$ cat src/rtl/uart_rx_pkg.sv
package uart_rx_pkg;
  typedef struct packed {
    logic       push;
    logic [7:0] data;
  } rxStrobe_t;

  typedef enum logic [2:0] {
    ST_IDLE, ST_START, ST_DATA, ST_STOP, ST_STOP2, ST_MARK
  } rxState_t;
endpackage

$ cat src/rtl/uart_rx_ctrl.sv
module uart_rx_ctrl
  import uart_rx_pkg::*;
#(
  parameter int OVS          = 16,
  parameter int TIMEOUT_BITS = 15,
  parameter int DEPTH        = 64,
  parameter int SYNC_STAGES  = 2
) (
  input  logic                       clk,
  input  logic                       rst_n,
  input  logic                       rxLine,
  input  logic                       baudTick,
  input  logic                       twoStop,
  input  logic                       syncMode,
  input  logic [$clog2(DEPTH):0]     trigLevel,
  input  logic [$clog2(DEPTH):0]     fifoCount,
  input  logic                       flagRead,
  input  logic                       flagWrEn,
  input  logic                       flagWrData,
  input  logic                       dmaRd,
  output rxStrobe_t                  strobe,
  output logic                       dataReady,
  output logic                       lineBreak
);
  localparam int TW       = $clog2(OVS);
  localparam int HALF     = OVS / 2;
  localparam int TO_TICKS = OVS * TIMEOUT_BITS;
  localparam int TCW      = $clog2(TO_TICKS + 1);
  localparam int CW       = $clog2(DEPTH) + 1;

  // input synchroniser chain, one flop per stage
  logic [SYNC_STAGES-1:0] syncQ;
  genvar g;
  generate
    for (g = 0; g < SYNC_STAGES; g++) begin : g_sync
      if (g == 0) begin : g_first
        always_ff @(posedge clk) begin
          if (!rst_n) syncQ[g] <= 1'b1;
          else        syncQ[g] <= rxLine;
        end
      end else begin : g_next
        always_ff @(posedge clk) begin
          if (!rst_n) syncQ[g] <= 1'b1;
          else        syncQ[g] <= syncQ[g-1];
        end
      end
    end
  endgenerate
  logic rxS;
  assign rxS = syncQ[SYNC_STAGES-1];

  rxState_t   state;
  logic [TW-1:0] tickCnt;
  logic [2:0]    bitIdx;
  logic [7:0]    shiftReg;
  logic          startDet;

  assign startDet = (state == ST_IDLE) && baudTick && !rxS;

  always_ff @(posedge clk) begin
    if (!rst_n) begin
      state       <= ST_IDLE;
      tickCnt     <= '0;
      bitIdx      <= '0;
      shiftReg    <= '0;
      strobe      <= '0;
      lineBreak   <= 1'b0;
    end else begin
      strobe.push <= 1'b0;
      if (baudTick) begin
        unique case (state)
          ST_IDLE: begin
            if (!rxS) begin
              state   <= ST_START;
              tickCnt <= '0;
            end
          end
          ST_START: begin
            if (tickCnt == TW'(HALF - 1)) begin
              tickCnt <= '0;
              bitIdx  <= '0;
              state   <= rxS ? ST_IDLE : ST_DATA;
            end else begin
              tickCnt <= tickCnt + 1'b1;
            end
          end
          ST_DATA: begin
            if (tickCnt == TW'(OVS - 1)) begin
              tickCnt  <= '0;
              shiftReg <= {rxS, shiftReg[7:1]};
              if (bitIdx == 3'd7) state <= ST_STOP;
              bitIdx   <= bitIdx + 1'b1;
            end else begin
              tickCnt <= tickCnt + 1'b1;
            end
          end
          ST_STOP: begin
            if (tickCnt == TW'(OVS - 1)) begin
              tickCnt <= '0;
              if (rxS) begin
                strobe.push <= 1'b1;
                strobe.data <= shiftReg;
                state       <= twoStop ? ST_STOP2 : ST_IDLE;
              end else begin
                lineBreak <= (shiftReg == 8'h00);
                state     <= ST_MARK;
              end
            end else begin
              tickCnt <= tickCnt + 1'b1;
            end
          end
          ST_STOP2: begin
            // second stop bit is timed but its level is not examined
            if (tickCnt == TW'(OVS - 1)) begin
              tickCnt <= '0;
              state   <= ST_IDLE;
            end else begin
              tickCnt <= tickCnt + 1'b1;
            end
          end
          ST_MARK: begin
            if (rxS) begin
              lineBreak <= 1'b0;
              state     <= ST_IDLE;
            end
          end
          default: state <= ST_IDLE;
        endcase
      end
    end
  end

  // idle silence timer
  logic           timerOn;
  logic [TCW-1:0] timerCnt;
  logic           expire;

  assign expire = timerOn && baudTick && !syncMode && !strobe.push && !startDet
                  && (timerCnt == TCW'(TO_TICKS - 1));

  always_ff @(posedge clk) begin
    if (!rst_n) begin
      timerOn  <= 1'b0;
      timerCnt <= '0;
    end else if (syncMode) begin
      timerOn <= 1'b0;
    end else if (strobe.push) begin
      timerOn  <= 1'b1;
      timerCnt <= '0;
    end else if (startDet) begin
      timerOn <= 1'b0;
    end else if (timerOn && baudTick) begin
      if (expire) timerOn  <= 1'b0;
      else        timerCnt <= timerCnt + 1'b1;
    end
  end

  // flag and its clear handshake
  logic readArmed;
  logic clrSw, clrDma, setFlag;

  assign clrSw   = flagWrEn && !flagWrData && readArmed && (fifoCount == '0);
  assign clrDma  = dmaRd && (fifoCount == CW'(1));
  assign setFlag = expire && (fifoCount != '0) && (fifoCount < trigLevel);

  always_ff @(posedge clk) begin
    if (!rst_n) begin
      dataReady <= 1'b0;
      readArmed <= 1'b0;
    end else if (clrSw || clrDma) begin
      dataReady <= 1'b0;
      readArmed <= 1'b0;
    end else begin
      if (setFlag) dataReady <= 1'b1;
      if (flagRead && dataReady) readArmed <= 1'b1;
    end
  end
endmodule

$ cat src/rtl/uart_rx_datapath.sv
module uart_rx_datapath
  import uart_rx_pkg::*;
#(
  parameter int DEPTH = 64
) (
  input  logic                   clk,
  input  logic                   rst_n,
  input  rxStrobe_t              strobe,
  input  logic                   fifoRd,
  input  logic                   dmaRd,
  input  logic [$clog2(DEPTH):0] trigLevel,
  output logic [7:0]             rdData,
  output logic [$clog2(DEPTH):0] fifoCount,
  output logic                   rxFull,
  output logic                   overrun
);
  localparam int AW = $clog2(DEPTH);
  localparam int CW = AW + 1;

  logic [7:0]    mem [DEPTH];
  logic [AW-1:0] wrPtr, rdPtr;
  logic          full, empty, doPush, doPop;

  assign full   = (fifoCount == CW'(DEPTH));
  assign empty  = (fifoCount == '0);
  assign doPush = strobe.push && !full;
  assign doPop  = (fifoRd || dmaRd) && !empty;

  always_ff @(posedge clk) begin
    if (doPush) mem[wrPtr] <= strobe.data;
  end

  always_ff @(posedge clk) begin
    if (!rst_n) begin
      wrPtr     <= '0;
      rdPtr     <= '0;
      fifoCount <= '0;
      overrun   <= 1'b0;
    end else begin
      if (doPush) wrPtr <= wrPtr + 1'b1;
      if (doPop)  rdPtr <= rdPtr + 1'b1;
      if (doPush && !doPop)      fifoCount <= fifoCount + 1'b1;
      else if (doPop && !doPush) fifoCount <= fifoCount - 1'b1;
      if (strobe.push && full) overrun <= 1'b1;
    end
  end

  assign rdData = mem[rdPtr];
  assign rxFull = (fifoCount >= trigLevel);
endmodule

$ cat src/rtl/uart_rx_idle.sv
module uart_rx_idle
  import uart_rx_pkg::*;
#(
  parameter int OVS          = 16,
  parameter int TIMEOUT_BITS = 15,
  parameter int DEPTH        = 64,
  parameter int SYNC_STAGES  = 2
) (
  input  logic                   clk,
  input  logic                   rst_n,
  input  logic                   rxLine,
  input  logic                   baudTick,
  input  logic [$clog2(DEPTH):0] trigLevel,
  input  logic                   twoStop,
  input  logic                   syncMode,
  input  logic                   flagRead,
  input  logic                   flagWrEn,
  input  logic                   flagWrData,
  input  logic                   fifoRd,
  input  logic                   dmaRd,
  output logic [7:0]             rdData,
  output logic [$clog2(DEPTH):0] fifoCount,
  output logic                   rxFull,
  output logic                   dataReady,
  output logic                   lineBreak,
  output logic                   overrun
);
  rxStrobe_t strobe;

  uart_rx_ctrl #(
    .OVS(OVS), .TIMEOUT_BITS(TIMEOUT_BITS), .DEPTH(DEPTH), .SYNC_STAGES(SYNC_STAGES)
  ) u_ctrl (
    .clk(clk), .rst_n(rst_n), .rxLine(rxLine), .baudTick(baudTick),
    .twoStop(twoStop), .syncMode(syncMode), .trigLevel(trigLevel),
    .fifoCount(fifoCount), .flagRead(flagRead), .flagWrEn(flagWrEn),
    .flagWrData(flagWrData), .dmaRd(dmaRd), .strobe(strobe),
    .dataReady(dataReady), .lineBreak(lineBreak)
  );

  uart_rx_datapath #(.DEPTH(DEPTH)) u_dp (
    .clk(clk), .rst_n(rst_n), .strobe(strobe), .fifoRd(fifoRd), .dmaRd(dmaRd),
    .trigLevel(trigLevel), .rdData(rdData), .fifoCount(fifoCount),
    .rxFull(rxFull), .overrun(overrun)
  );
endmodule

$ cat config.mk
export PLATFORM = sky130hd
export DESIGN_NAME = uart_rx_idle
export DESIGN_NICKNAME = d
export VERILOG_FILES = /design/src/rtl/uart_rx_pkg.sv /design/src/rtl/uart_rx_ctrl.sv /design/src/rtl/uart_rx_datapath.sv /design/src/rtl/uart_rx_idle.sv
export SDC_FILE = /design/constraint.sdc
export NUM_CORES = 1
export LEC_CHECK = 0
export BUFFER_PORTS_ARGS = -buffer_cell sky130_fd_sc_hd__buf_4
export CAP_MARGIN = 0
export CORE_ASPECT_RATIO = 0.6
export CORE_MARGIN = 2
export CORE_UTILIZATION = 47
export DETAILED_ROUTE_END_ITERATION = 12
export SLEW_MARGIN = 20
export SYNTH_ARGS = -nofsm -noshare
export SYNTH_HDL_FRONTEND = slang
export SYNTH_SLANG_ARGS = --single-unit
$ cat constraint.sdc
create_clock -name clk -period 2.6 [get_ports clk]
set_input_delay 0.13 -clock clk [delete_from_list [all_inputs] [get_ports clk]]
set_output_delay 0.13 -clock clk [all_outputs]
set_load 0.05 [all_outputs]
# == Word-level counts from Yosys, hierarchy flattened ==
# Memory sizes are Yosys's and may differ from the RTL's. A register that Yosys moved wholly into a read port is not among the register bits.
# Cells that the tools add are included.
# W data, S select, Z words.
# totals
reg_bits,61
latch_bits,0
ramBits,512
mem_bits_ro,0
output_inout_bits,19
memories,1
# classes
n_addsub,7
mul,0
n_div,0
n_lt_le_gt_ge,2
eq_ne,21
shifts,0
muxes,37
n_bitwise,2
reduce_logical,53
# memory_table
name,words,width,rd,rd_clocked_by_memory_dff,write_ports,line_no,rtl
u_dp.mem,64,8,1,1,1,uart_rx_datapath.sv:20,logic [7:0] mem [DEPTH];
# op_table
cell,count
$mux W3,11
$mux W8,4
$logic_and A1 B1 Y1,19
$pmux W3 S6,1
$ne A2 B1 Y1 const B,8
$reduce_and A4 Y1,4
$mux W7,2
$add A6 B1 Y6 const B,2
$mux W4,3
$mux W6,2
$pmux W4 S3,1
$eq A3 B3 Y1 const B,3
$logic_not A1 Y1,9
$mux W1,9
$mux W9,1
$reduce_bool A3 Y1,3
$add A8 B1 Y8 const B,1
$eq A8 B8 Y1 const B,1
$logic_not A8 Y1,1
$reduce_and A8 Y1,1
$reduce_bool A2 Y1,4
$add A7 B1 Y7 const B,1
$eq A7 B1 Y1 const B,1
$eq A7 B7 Y1 const B,1
23 further kinds,29

# == Longest topological paths before layout ==
# logic_depth
ltp_word,10
mapped_depth,11

# == Modules after synthesis ==
# From an unflattened synthesis, not the netlist that was laid out.
# hier_totals
hier_cells,1330
area_unflattened_um2,23513.8
# by_module_without_submodules
mod,n_inst,cells_per_inst,area_each_um2,seq_area_each_um2
uart_rx_datapath,1,1084,21311.7,15895.2
uart_rx_ctrl,1,246,2202.1,820.8

# == Least setup slack after synthesis ==
# Ideal clock, no wire load.
# synth_timing
path_kind,reg-to-reg
start,register u_dp.fifoCount[0]
end,register u_dp.fifoCount[5]
setup_time_ps,128
arrival_ps,2976
t_required_ps,2472
setup_slack_ps,-503
path_stages_with_launch,12
path_buffers,1
path_cell_list,dfxtp_1 inv_1 ha_1 a31oi_1 inv_1 ha_1 clkbuf_1 or4_1 a21oi_1 o21ai_0 xor2_1 nor2_1
# synth_via
elab_chain_len,6
# synth_lines
item,line_no,rtl
"start, declared",uart_rx_datapath.sv:13,"output logic [$clog2(DEPTH):0] fifoCount,"
"start signal, assigned",uart_rx_datapath.sv:42,if (doPush && !doPop) fifoCount <= fifoCount + 1'b1;
"start signal, assigned",uart_rx_datapath.sv:43,else if (doPop && !doPush) fifoCount <= fifoCount - 1'b1;
branches (longest 6 deep; another with $sub A7 B1 Y7),n/a,
# Several ways; the timed one is not identified. The select of a mux whose other input is x is not followed.
# A chain may end at the register's enable or synchronous reset.

==> run metrics <==
unrepaired setup endpoints after global routing true; Yosys reg bits 579; clock-pin slew on the worst setup and hold paths 70 ps; Final Max Tran Viols 0; Worst setup SP type flop; clock tree sinks 579; core area 49100 um^2; worst hold path startpoint flagWrEn; Fmax 0.338 GHz; vias in the first global route 12379; PD cells 772 nW/um^2; hold_ws 30.0 ps; max_slew headroom 40.1%; distinct cell type count after synthesis 68; most instantiated cells after synthesis edfxtp_1, nor2_1, mux4_2; Worst EP required 2470 ps; leakage power 7.70 nW; EDFF count, synth 512; DRC 0; Ant. Diodes 0; period utilization 114%; WL/cell 26.0 um; final hold vios 0; first-pass GRT wire length 84000 um; ranking of synthesized cells by area edfxtp_1, mux4_2, dfxtp_1; io pins 37; Final #Nets 1533; status complete, but fails checks; Final Setup Violations 8; Ys Warns 0; Die X 291 um; Finished Layout Cells 2186; DP Wirelength 37000 um; register area share after synthesis 72.0%; Post-Syn Area 23200 um^2; nature of the critical path endpoint primary output; Final Worst Setup Slack -357 ps; post-synthesis async set-or-reset flop share 0%; CTS tree done; CTS Buf Count 51; area leader, netlist edfxtp_1; crit path time final 2960 ps; Starting Density 47.3%; worst ir drop on vdd 0.669 mV; clk buf depth 3; Max-Cap Viols 0; die height 176 um; share of the synthesized area in the top cell type 66.2%; Worst-Margin Slew 898 ps; Arrival @ worst endpoint 2830 ps; DIE AREA 51200 um^2; number of H-tree levels 2; initial DRC count 1513; Antenna Nets Post-Route 0; Via density 5.85; synth-to-layout area growth 19.5%; Reg-to-Reg Start u_dp.fifoCount[0]$_SDFFE_PN0P_; slowest CP cell mux4_2; Crit Path Max Fanout 6; initial antenna violation count 0; ratio of cells with drive above 1 in the final layout 34.4%; worst skew pair latency 580 ps; ys flop type edfxtp_1; dpl cells 2062; gpl congestion 0.834; CTS root buf clkbuf_16; clock skew 13.5 ps; Mapped Nets 1313; syn avg cell area 18.2 um^2; reg-to-reg slack, setup 210 ps; CP Cell Sequence buf_12, buf_12, mux4_2, mux2i_1, buf_4, o22ai_2, o21ai_2, o41ai_2, buf_4, buf_8; drt pass-1 iters 5; Setup Crit Path Kind flop to primary output; WL final 56800 um; failing checks negative setup slack; CP max stage delay 500 ps; pin count of the biggest net entering global routing 66; Synth Instances 1277; row cnt 63; All-Layer GR Usage 22.6%; Hold Crit Class input port to flop; total gr overflow 0; count leader, synth edfxtp_1; FILL cells 3769; # port buffers 36; via count 12796
worst paths after layout:
path | to | cells past startpoint
min | u_ctrl.dataReady$_SDFFE_PP0P_ | 5
max | rdData[1] | 10
max reg2reg | u_dp.fifoCount[5]$_SDFFE_PN0P_ | 9
min reg2reg | u_ctrl.rxS$_SDFF_PN1_ | 1
cell type report:
cell class / instances / area (um^2) / share of cell area, %
flip-flops and latches: 579 / 16800 / 60.4
multi-input cells: 617 / 6380 / 23.0
repair buffers: 232 / 2190 / 7.88
clock buffers: 73 / 1470 / 5.28
well taps: 650 / 813 / 2.93
clock inverters: 19 / 91.3 / 0.329
inverters: 16 / 60.1 / 0.216
timing repair:
item	CTS	global route
hold buffers	9	0
setup buffers	18	2
pin swaps	9	10
hold endpoints to repair	16	0
setup endpoints to repair	8	178
gates cloned	5	0
resized for setup	70	24
power breakdown:
| part | total, mW | switching, mW | internal, mW |
|---|---|---|---|
| Clock | 7.17 | 3.27 | 3.91 |
| Sequential | 10.3 | 0.191 | 10.1 |
| Combinational | 3.98 | 1.95 | 2.03 |
| Total | 21.4 | 5.41 | 16.0 |
cell families after synthesis:
kind of cell	count (synthesis)	synth area share (%)
AO/OA/AOI/OAI	115	3.27
XOR/XNOR	17	0.641
adder cells (fa/ha/maj)	18	0.970
buffers and inverters	81	2.01
flip-flops	579	72.0
multiplexers	189	15.2
AND/OR/NAND/NOR	278	5.93
critical path: cells and delay by family (launching register included):
family	cells	cell delay, ps
buffers and inverters	5	830
DFF	1	370
muxes	2	700
AOI/OAI and AO/OA	3	340
layout by cell type, fill, tap and decap left out, types with 6 or more instances in the layout:
| master | Yosys | routed |
|---|---|---|
| nand2_1 | 28 | 26 |
| ha_1 | 18 | 17 |
| mux4_2 | 127 | 127 |
| nor2b_1 | 8 | 7 |
| xnor2_1 | 9 | 9 |
| dlygate4sd3_1 | 0 | 9 |
| nor2_1 | 138 | 136 |
| buf_4 | 8 | 180 |
| nand2b_1 | 11 | 11 |
| nor3_1 | 12 | 10 |
| mux2i_1 | 40 | 35 |
| nand3b_1 | 7 | 7 |
| dfxtp_1 | 67 | 49 |
| o22ai_1 | 38 | 25 |
| clkinv_2 | 0 | 7 |
| o22ai_2 | 0 | 11 |
| or2_2 | 7 | 7 |
| buf_6 | 13 | 16 |
| nand3_1 | 24 | 24 |
| edfxtp_1 | 512 | 512 |
| buf_12 | 0 | 19 |
| clkbuf_16 | 0 | 53 |
| or3_1 | 6 | 6 |
| dfxtp_2 | 0 | 13 |
| inv_1 | 15 | 15 |
| clkinv_1 | 0 | 9 |
| mux2_2 | 21 | 16 |
| clkbuf_8 | 0 | 6 |
| o21ai_0 | 18 | 17 |
| nand4_1 | 8 | 8 |
| clkbuf_1 | 20 | 13 |
| a21oi_1 | 22 | 22 |
| xor2_1 | 8 | 8 |
metal layers:
layer	GRT usage (%)	wire length, um	vias up	part of all wire [%]
li1	-	-	5537	-
met1	37.2	27800	6644	49
met2	29.4	22500	537	40
met3	6.28	5330	78	9.4
met4	4.97	1100	0	1.9
met5	0	0	-	0
registers in the layout, indices dropped and copies added, names as in the netlist, named ones only:
signal,cells
u_ctrl.syncQ,1
u_ctrl.rxS,1
u_ctrl.timerCnt,8
u_ctrl.timerOn,1
u_ctrl.strobe,9
u_ctrl.dataReady,1
u_ctrl.bitIdx,3
u_ctrl.state,3
u_dp.mem,512
u_dp.overrun,1
u_ctrl.readArmed,1
u_ctrl.shiftReg,8
u_dp.wrPtr,6
u_ctrl.lineBreak,1
u_ctrl.tickCnt,4
u_dp.rdPtr,6
u_dp.fifoCount,7
through the flow:
step / setup slack [ps] / area (um^2) / utilization [%] / setup TNS (ps) / power [mW]
after floorplan: 26.7 / 23200 / - / 0 / 12.8
after global placement: 26.3 / 25300 / 51.5 / 0 / 13.7
after detailed placement: 6.31 / 25300 / 51.5 / 0 / 13.7
after CTS: -365 / 27700 / 56.3 / -2450 / 21.6
after global routing: -411 / 27700 / 56.5 / -2980 / 22.2
final: -357 / 27700 / 56.5 / -2410 / 21.4
Note: power is estimated with default switching activity, not from simulation.
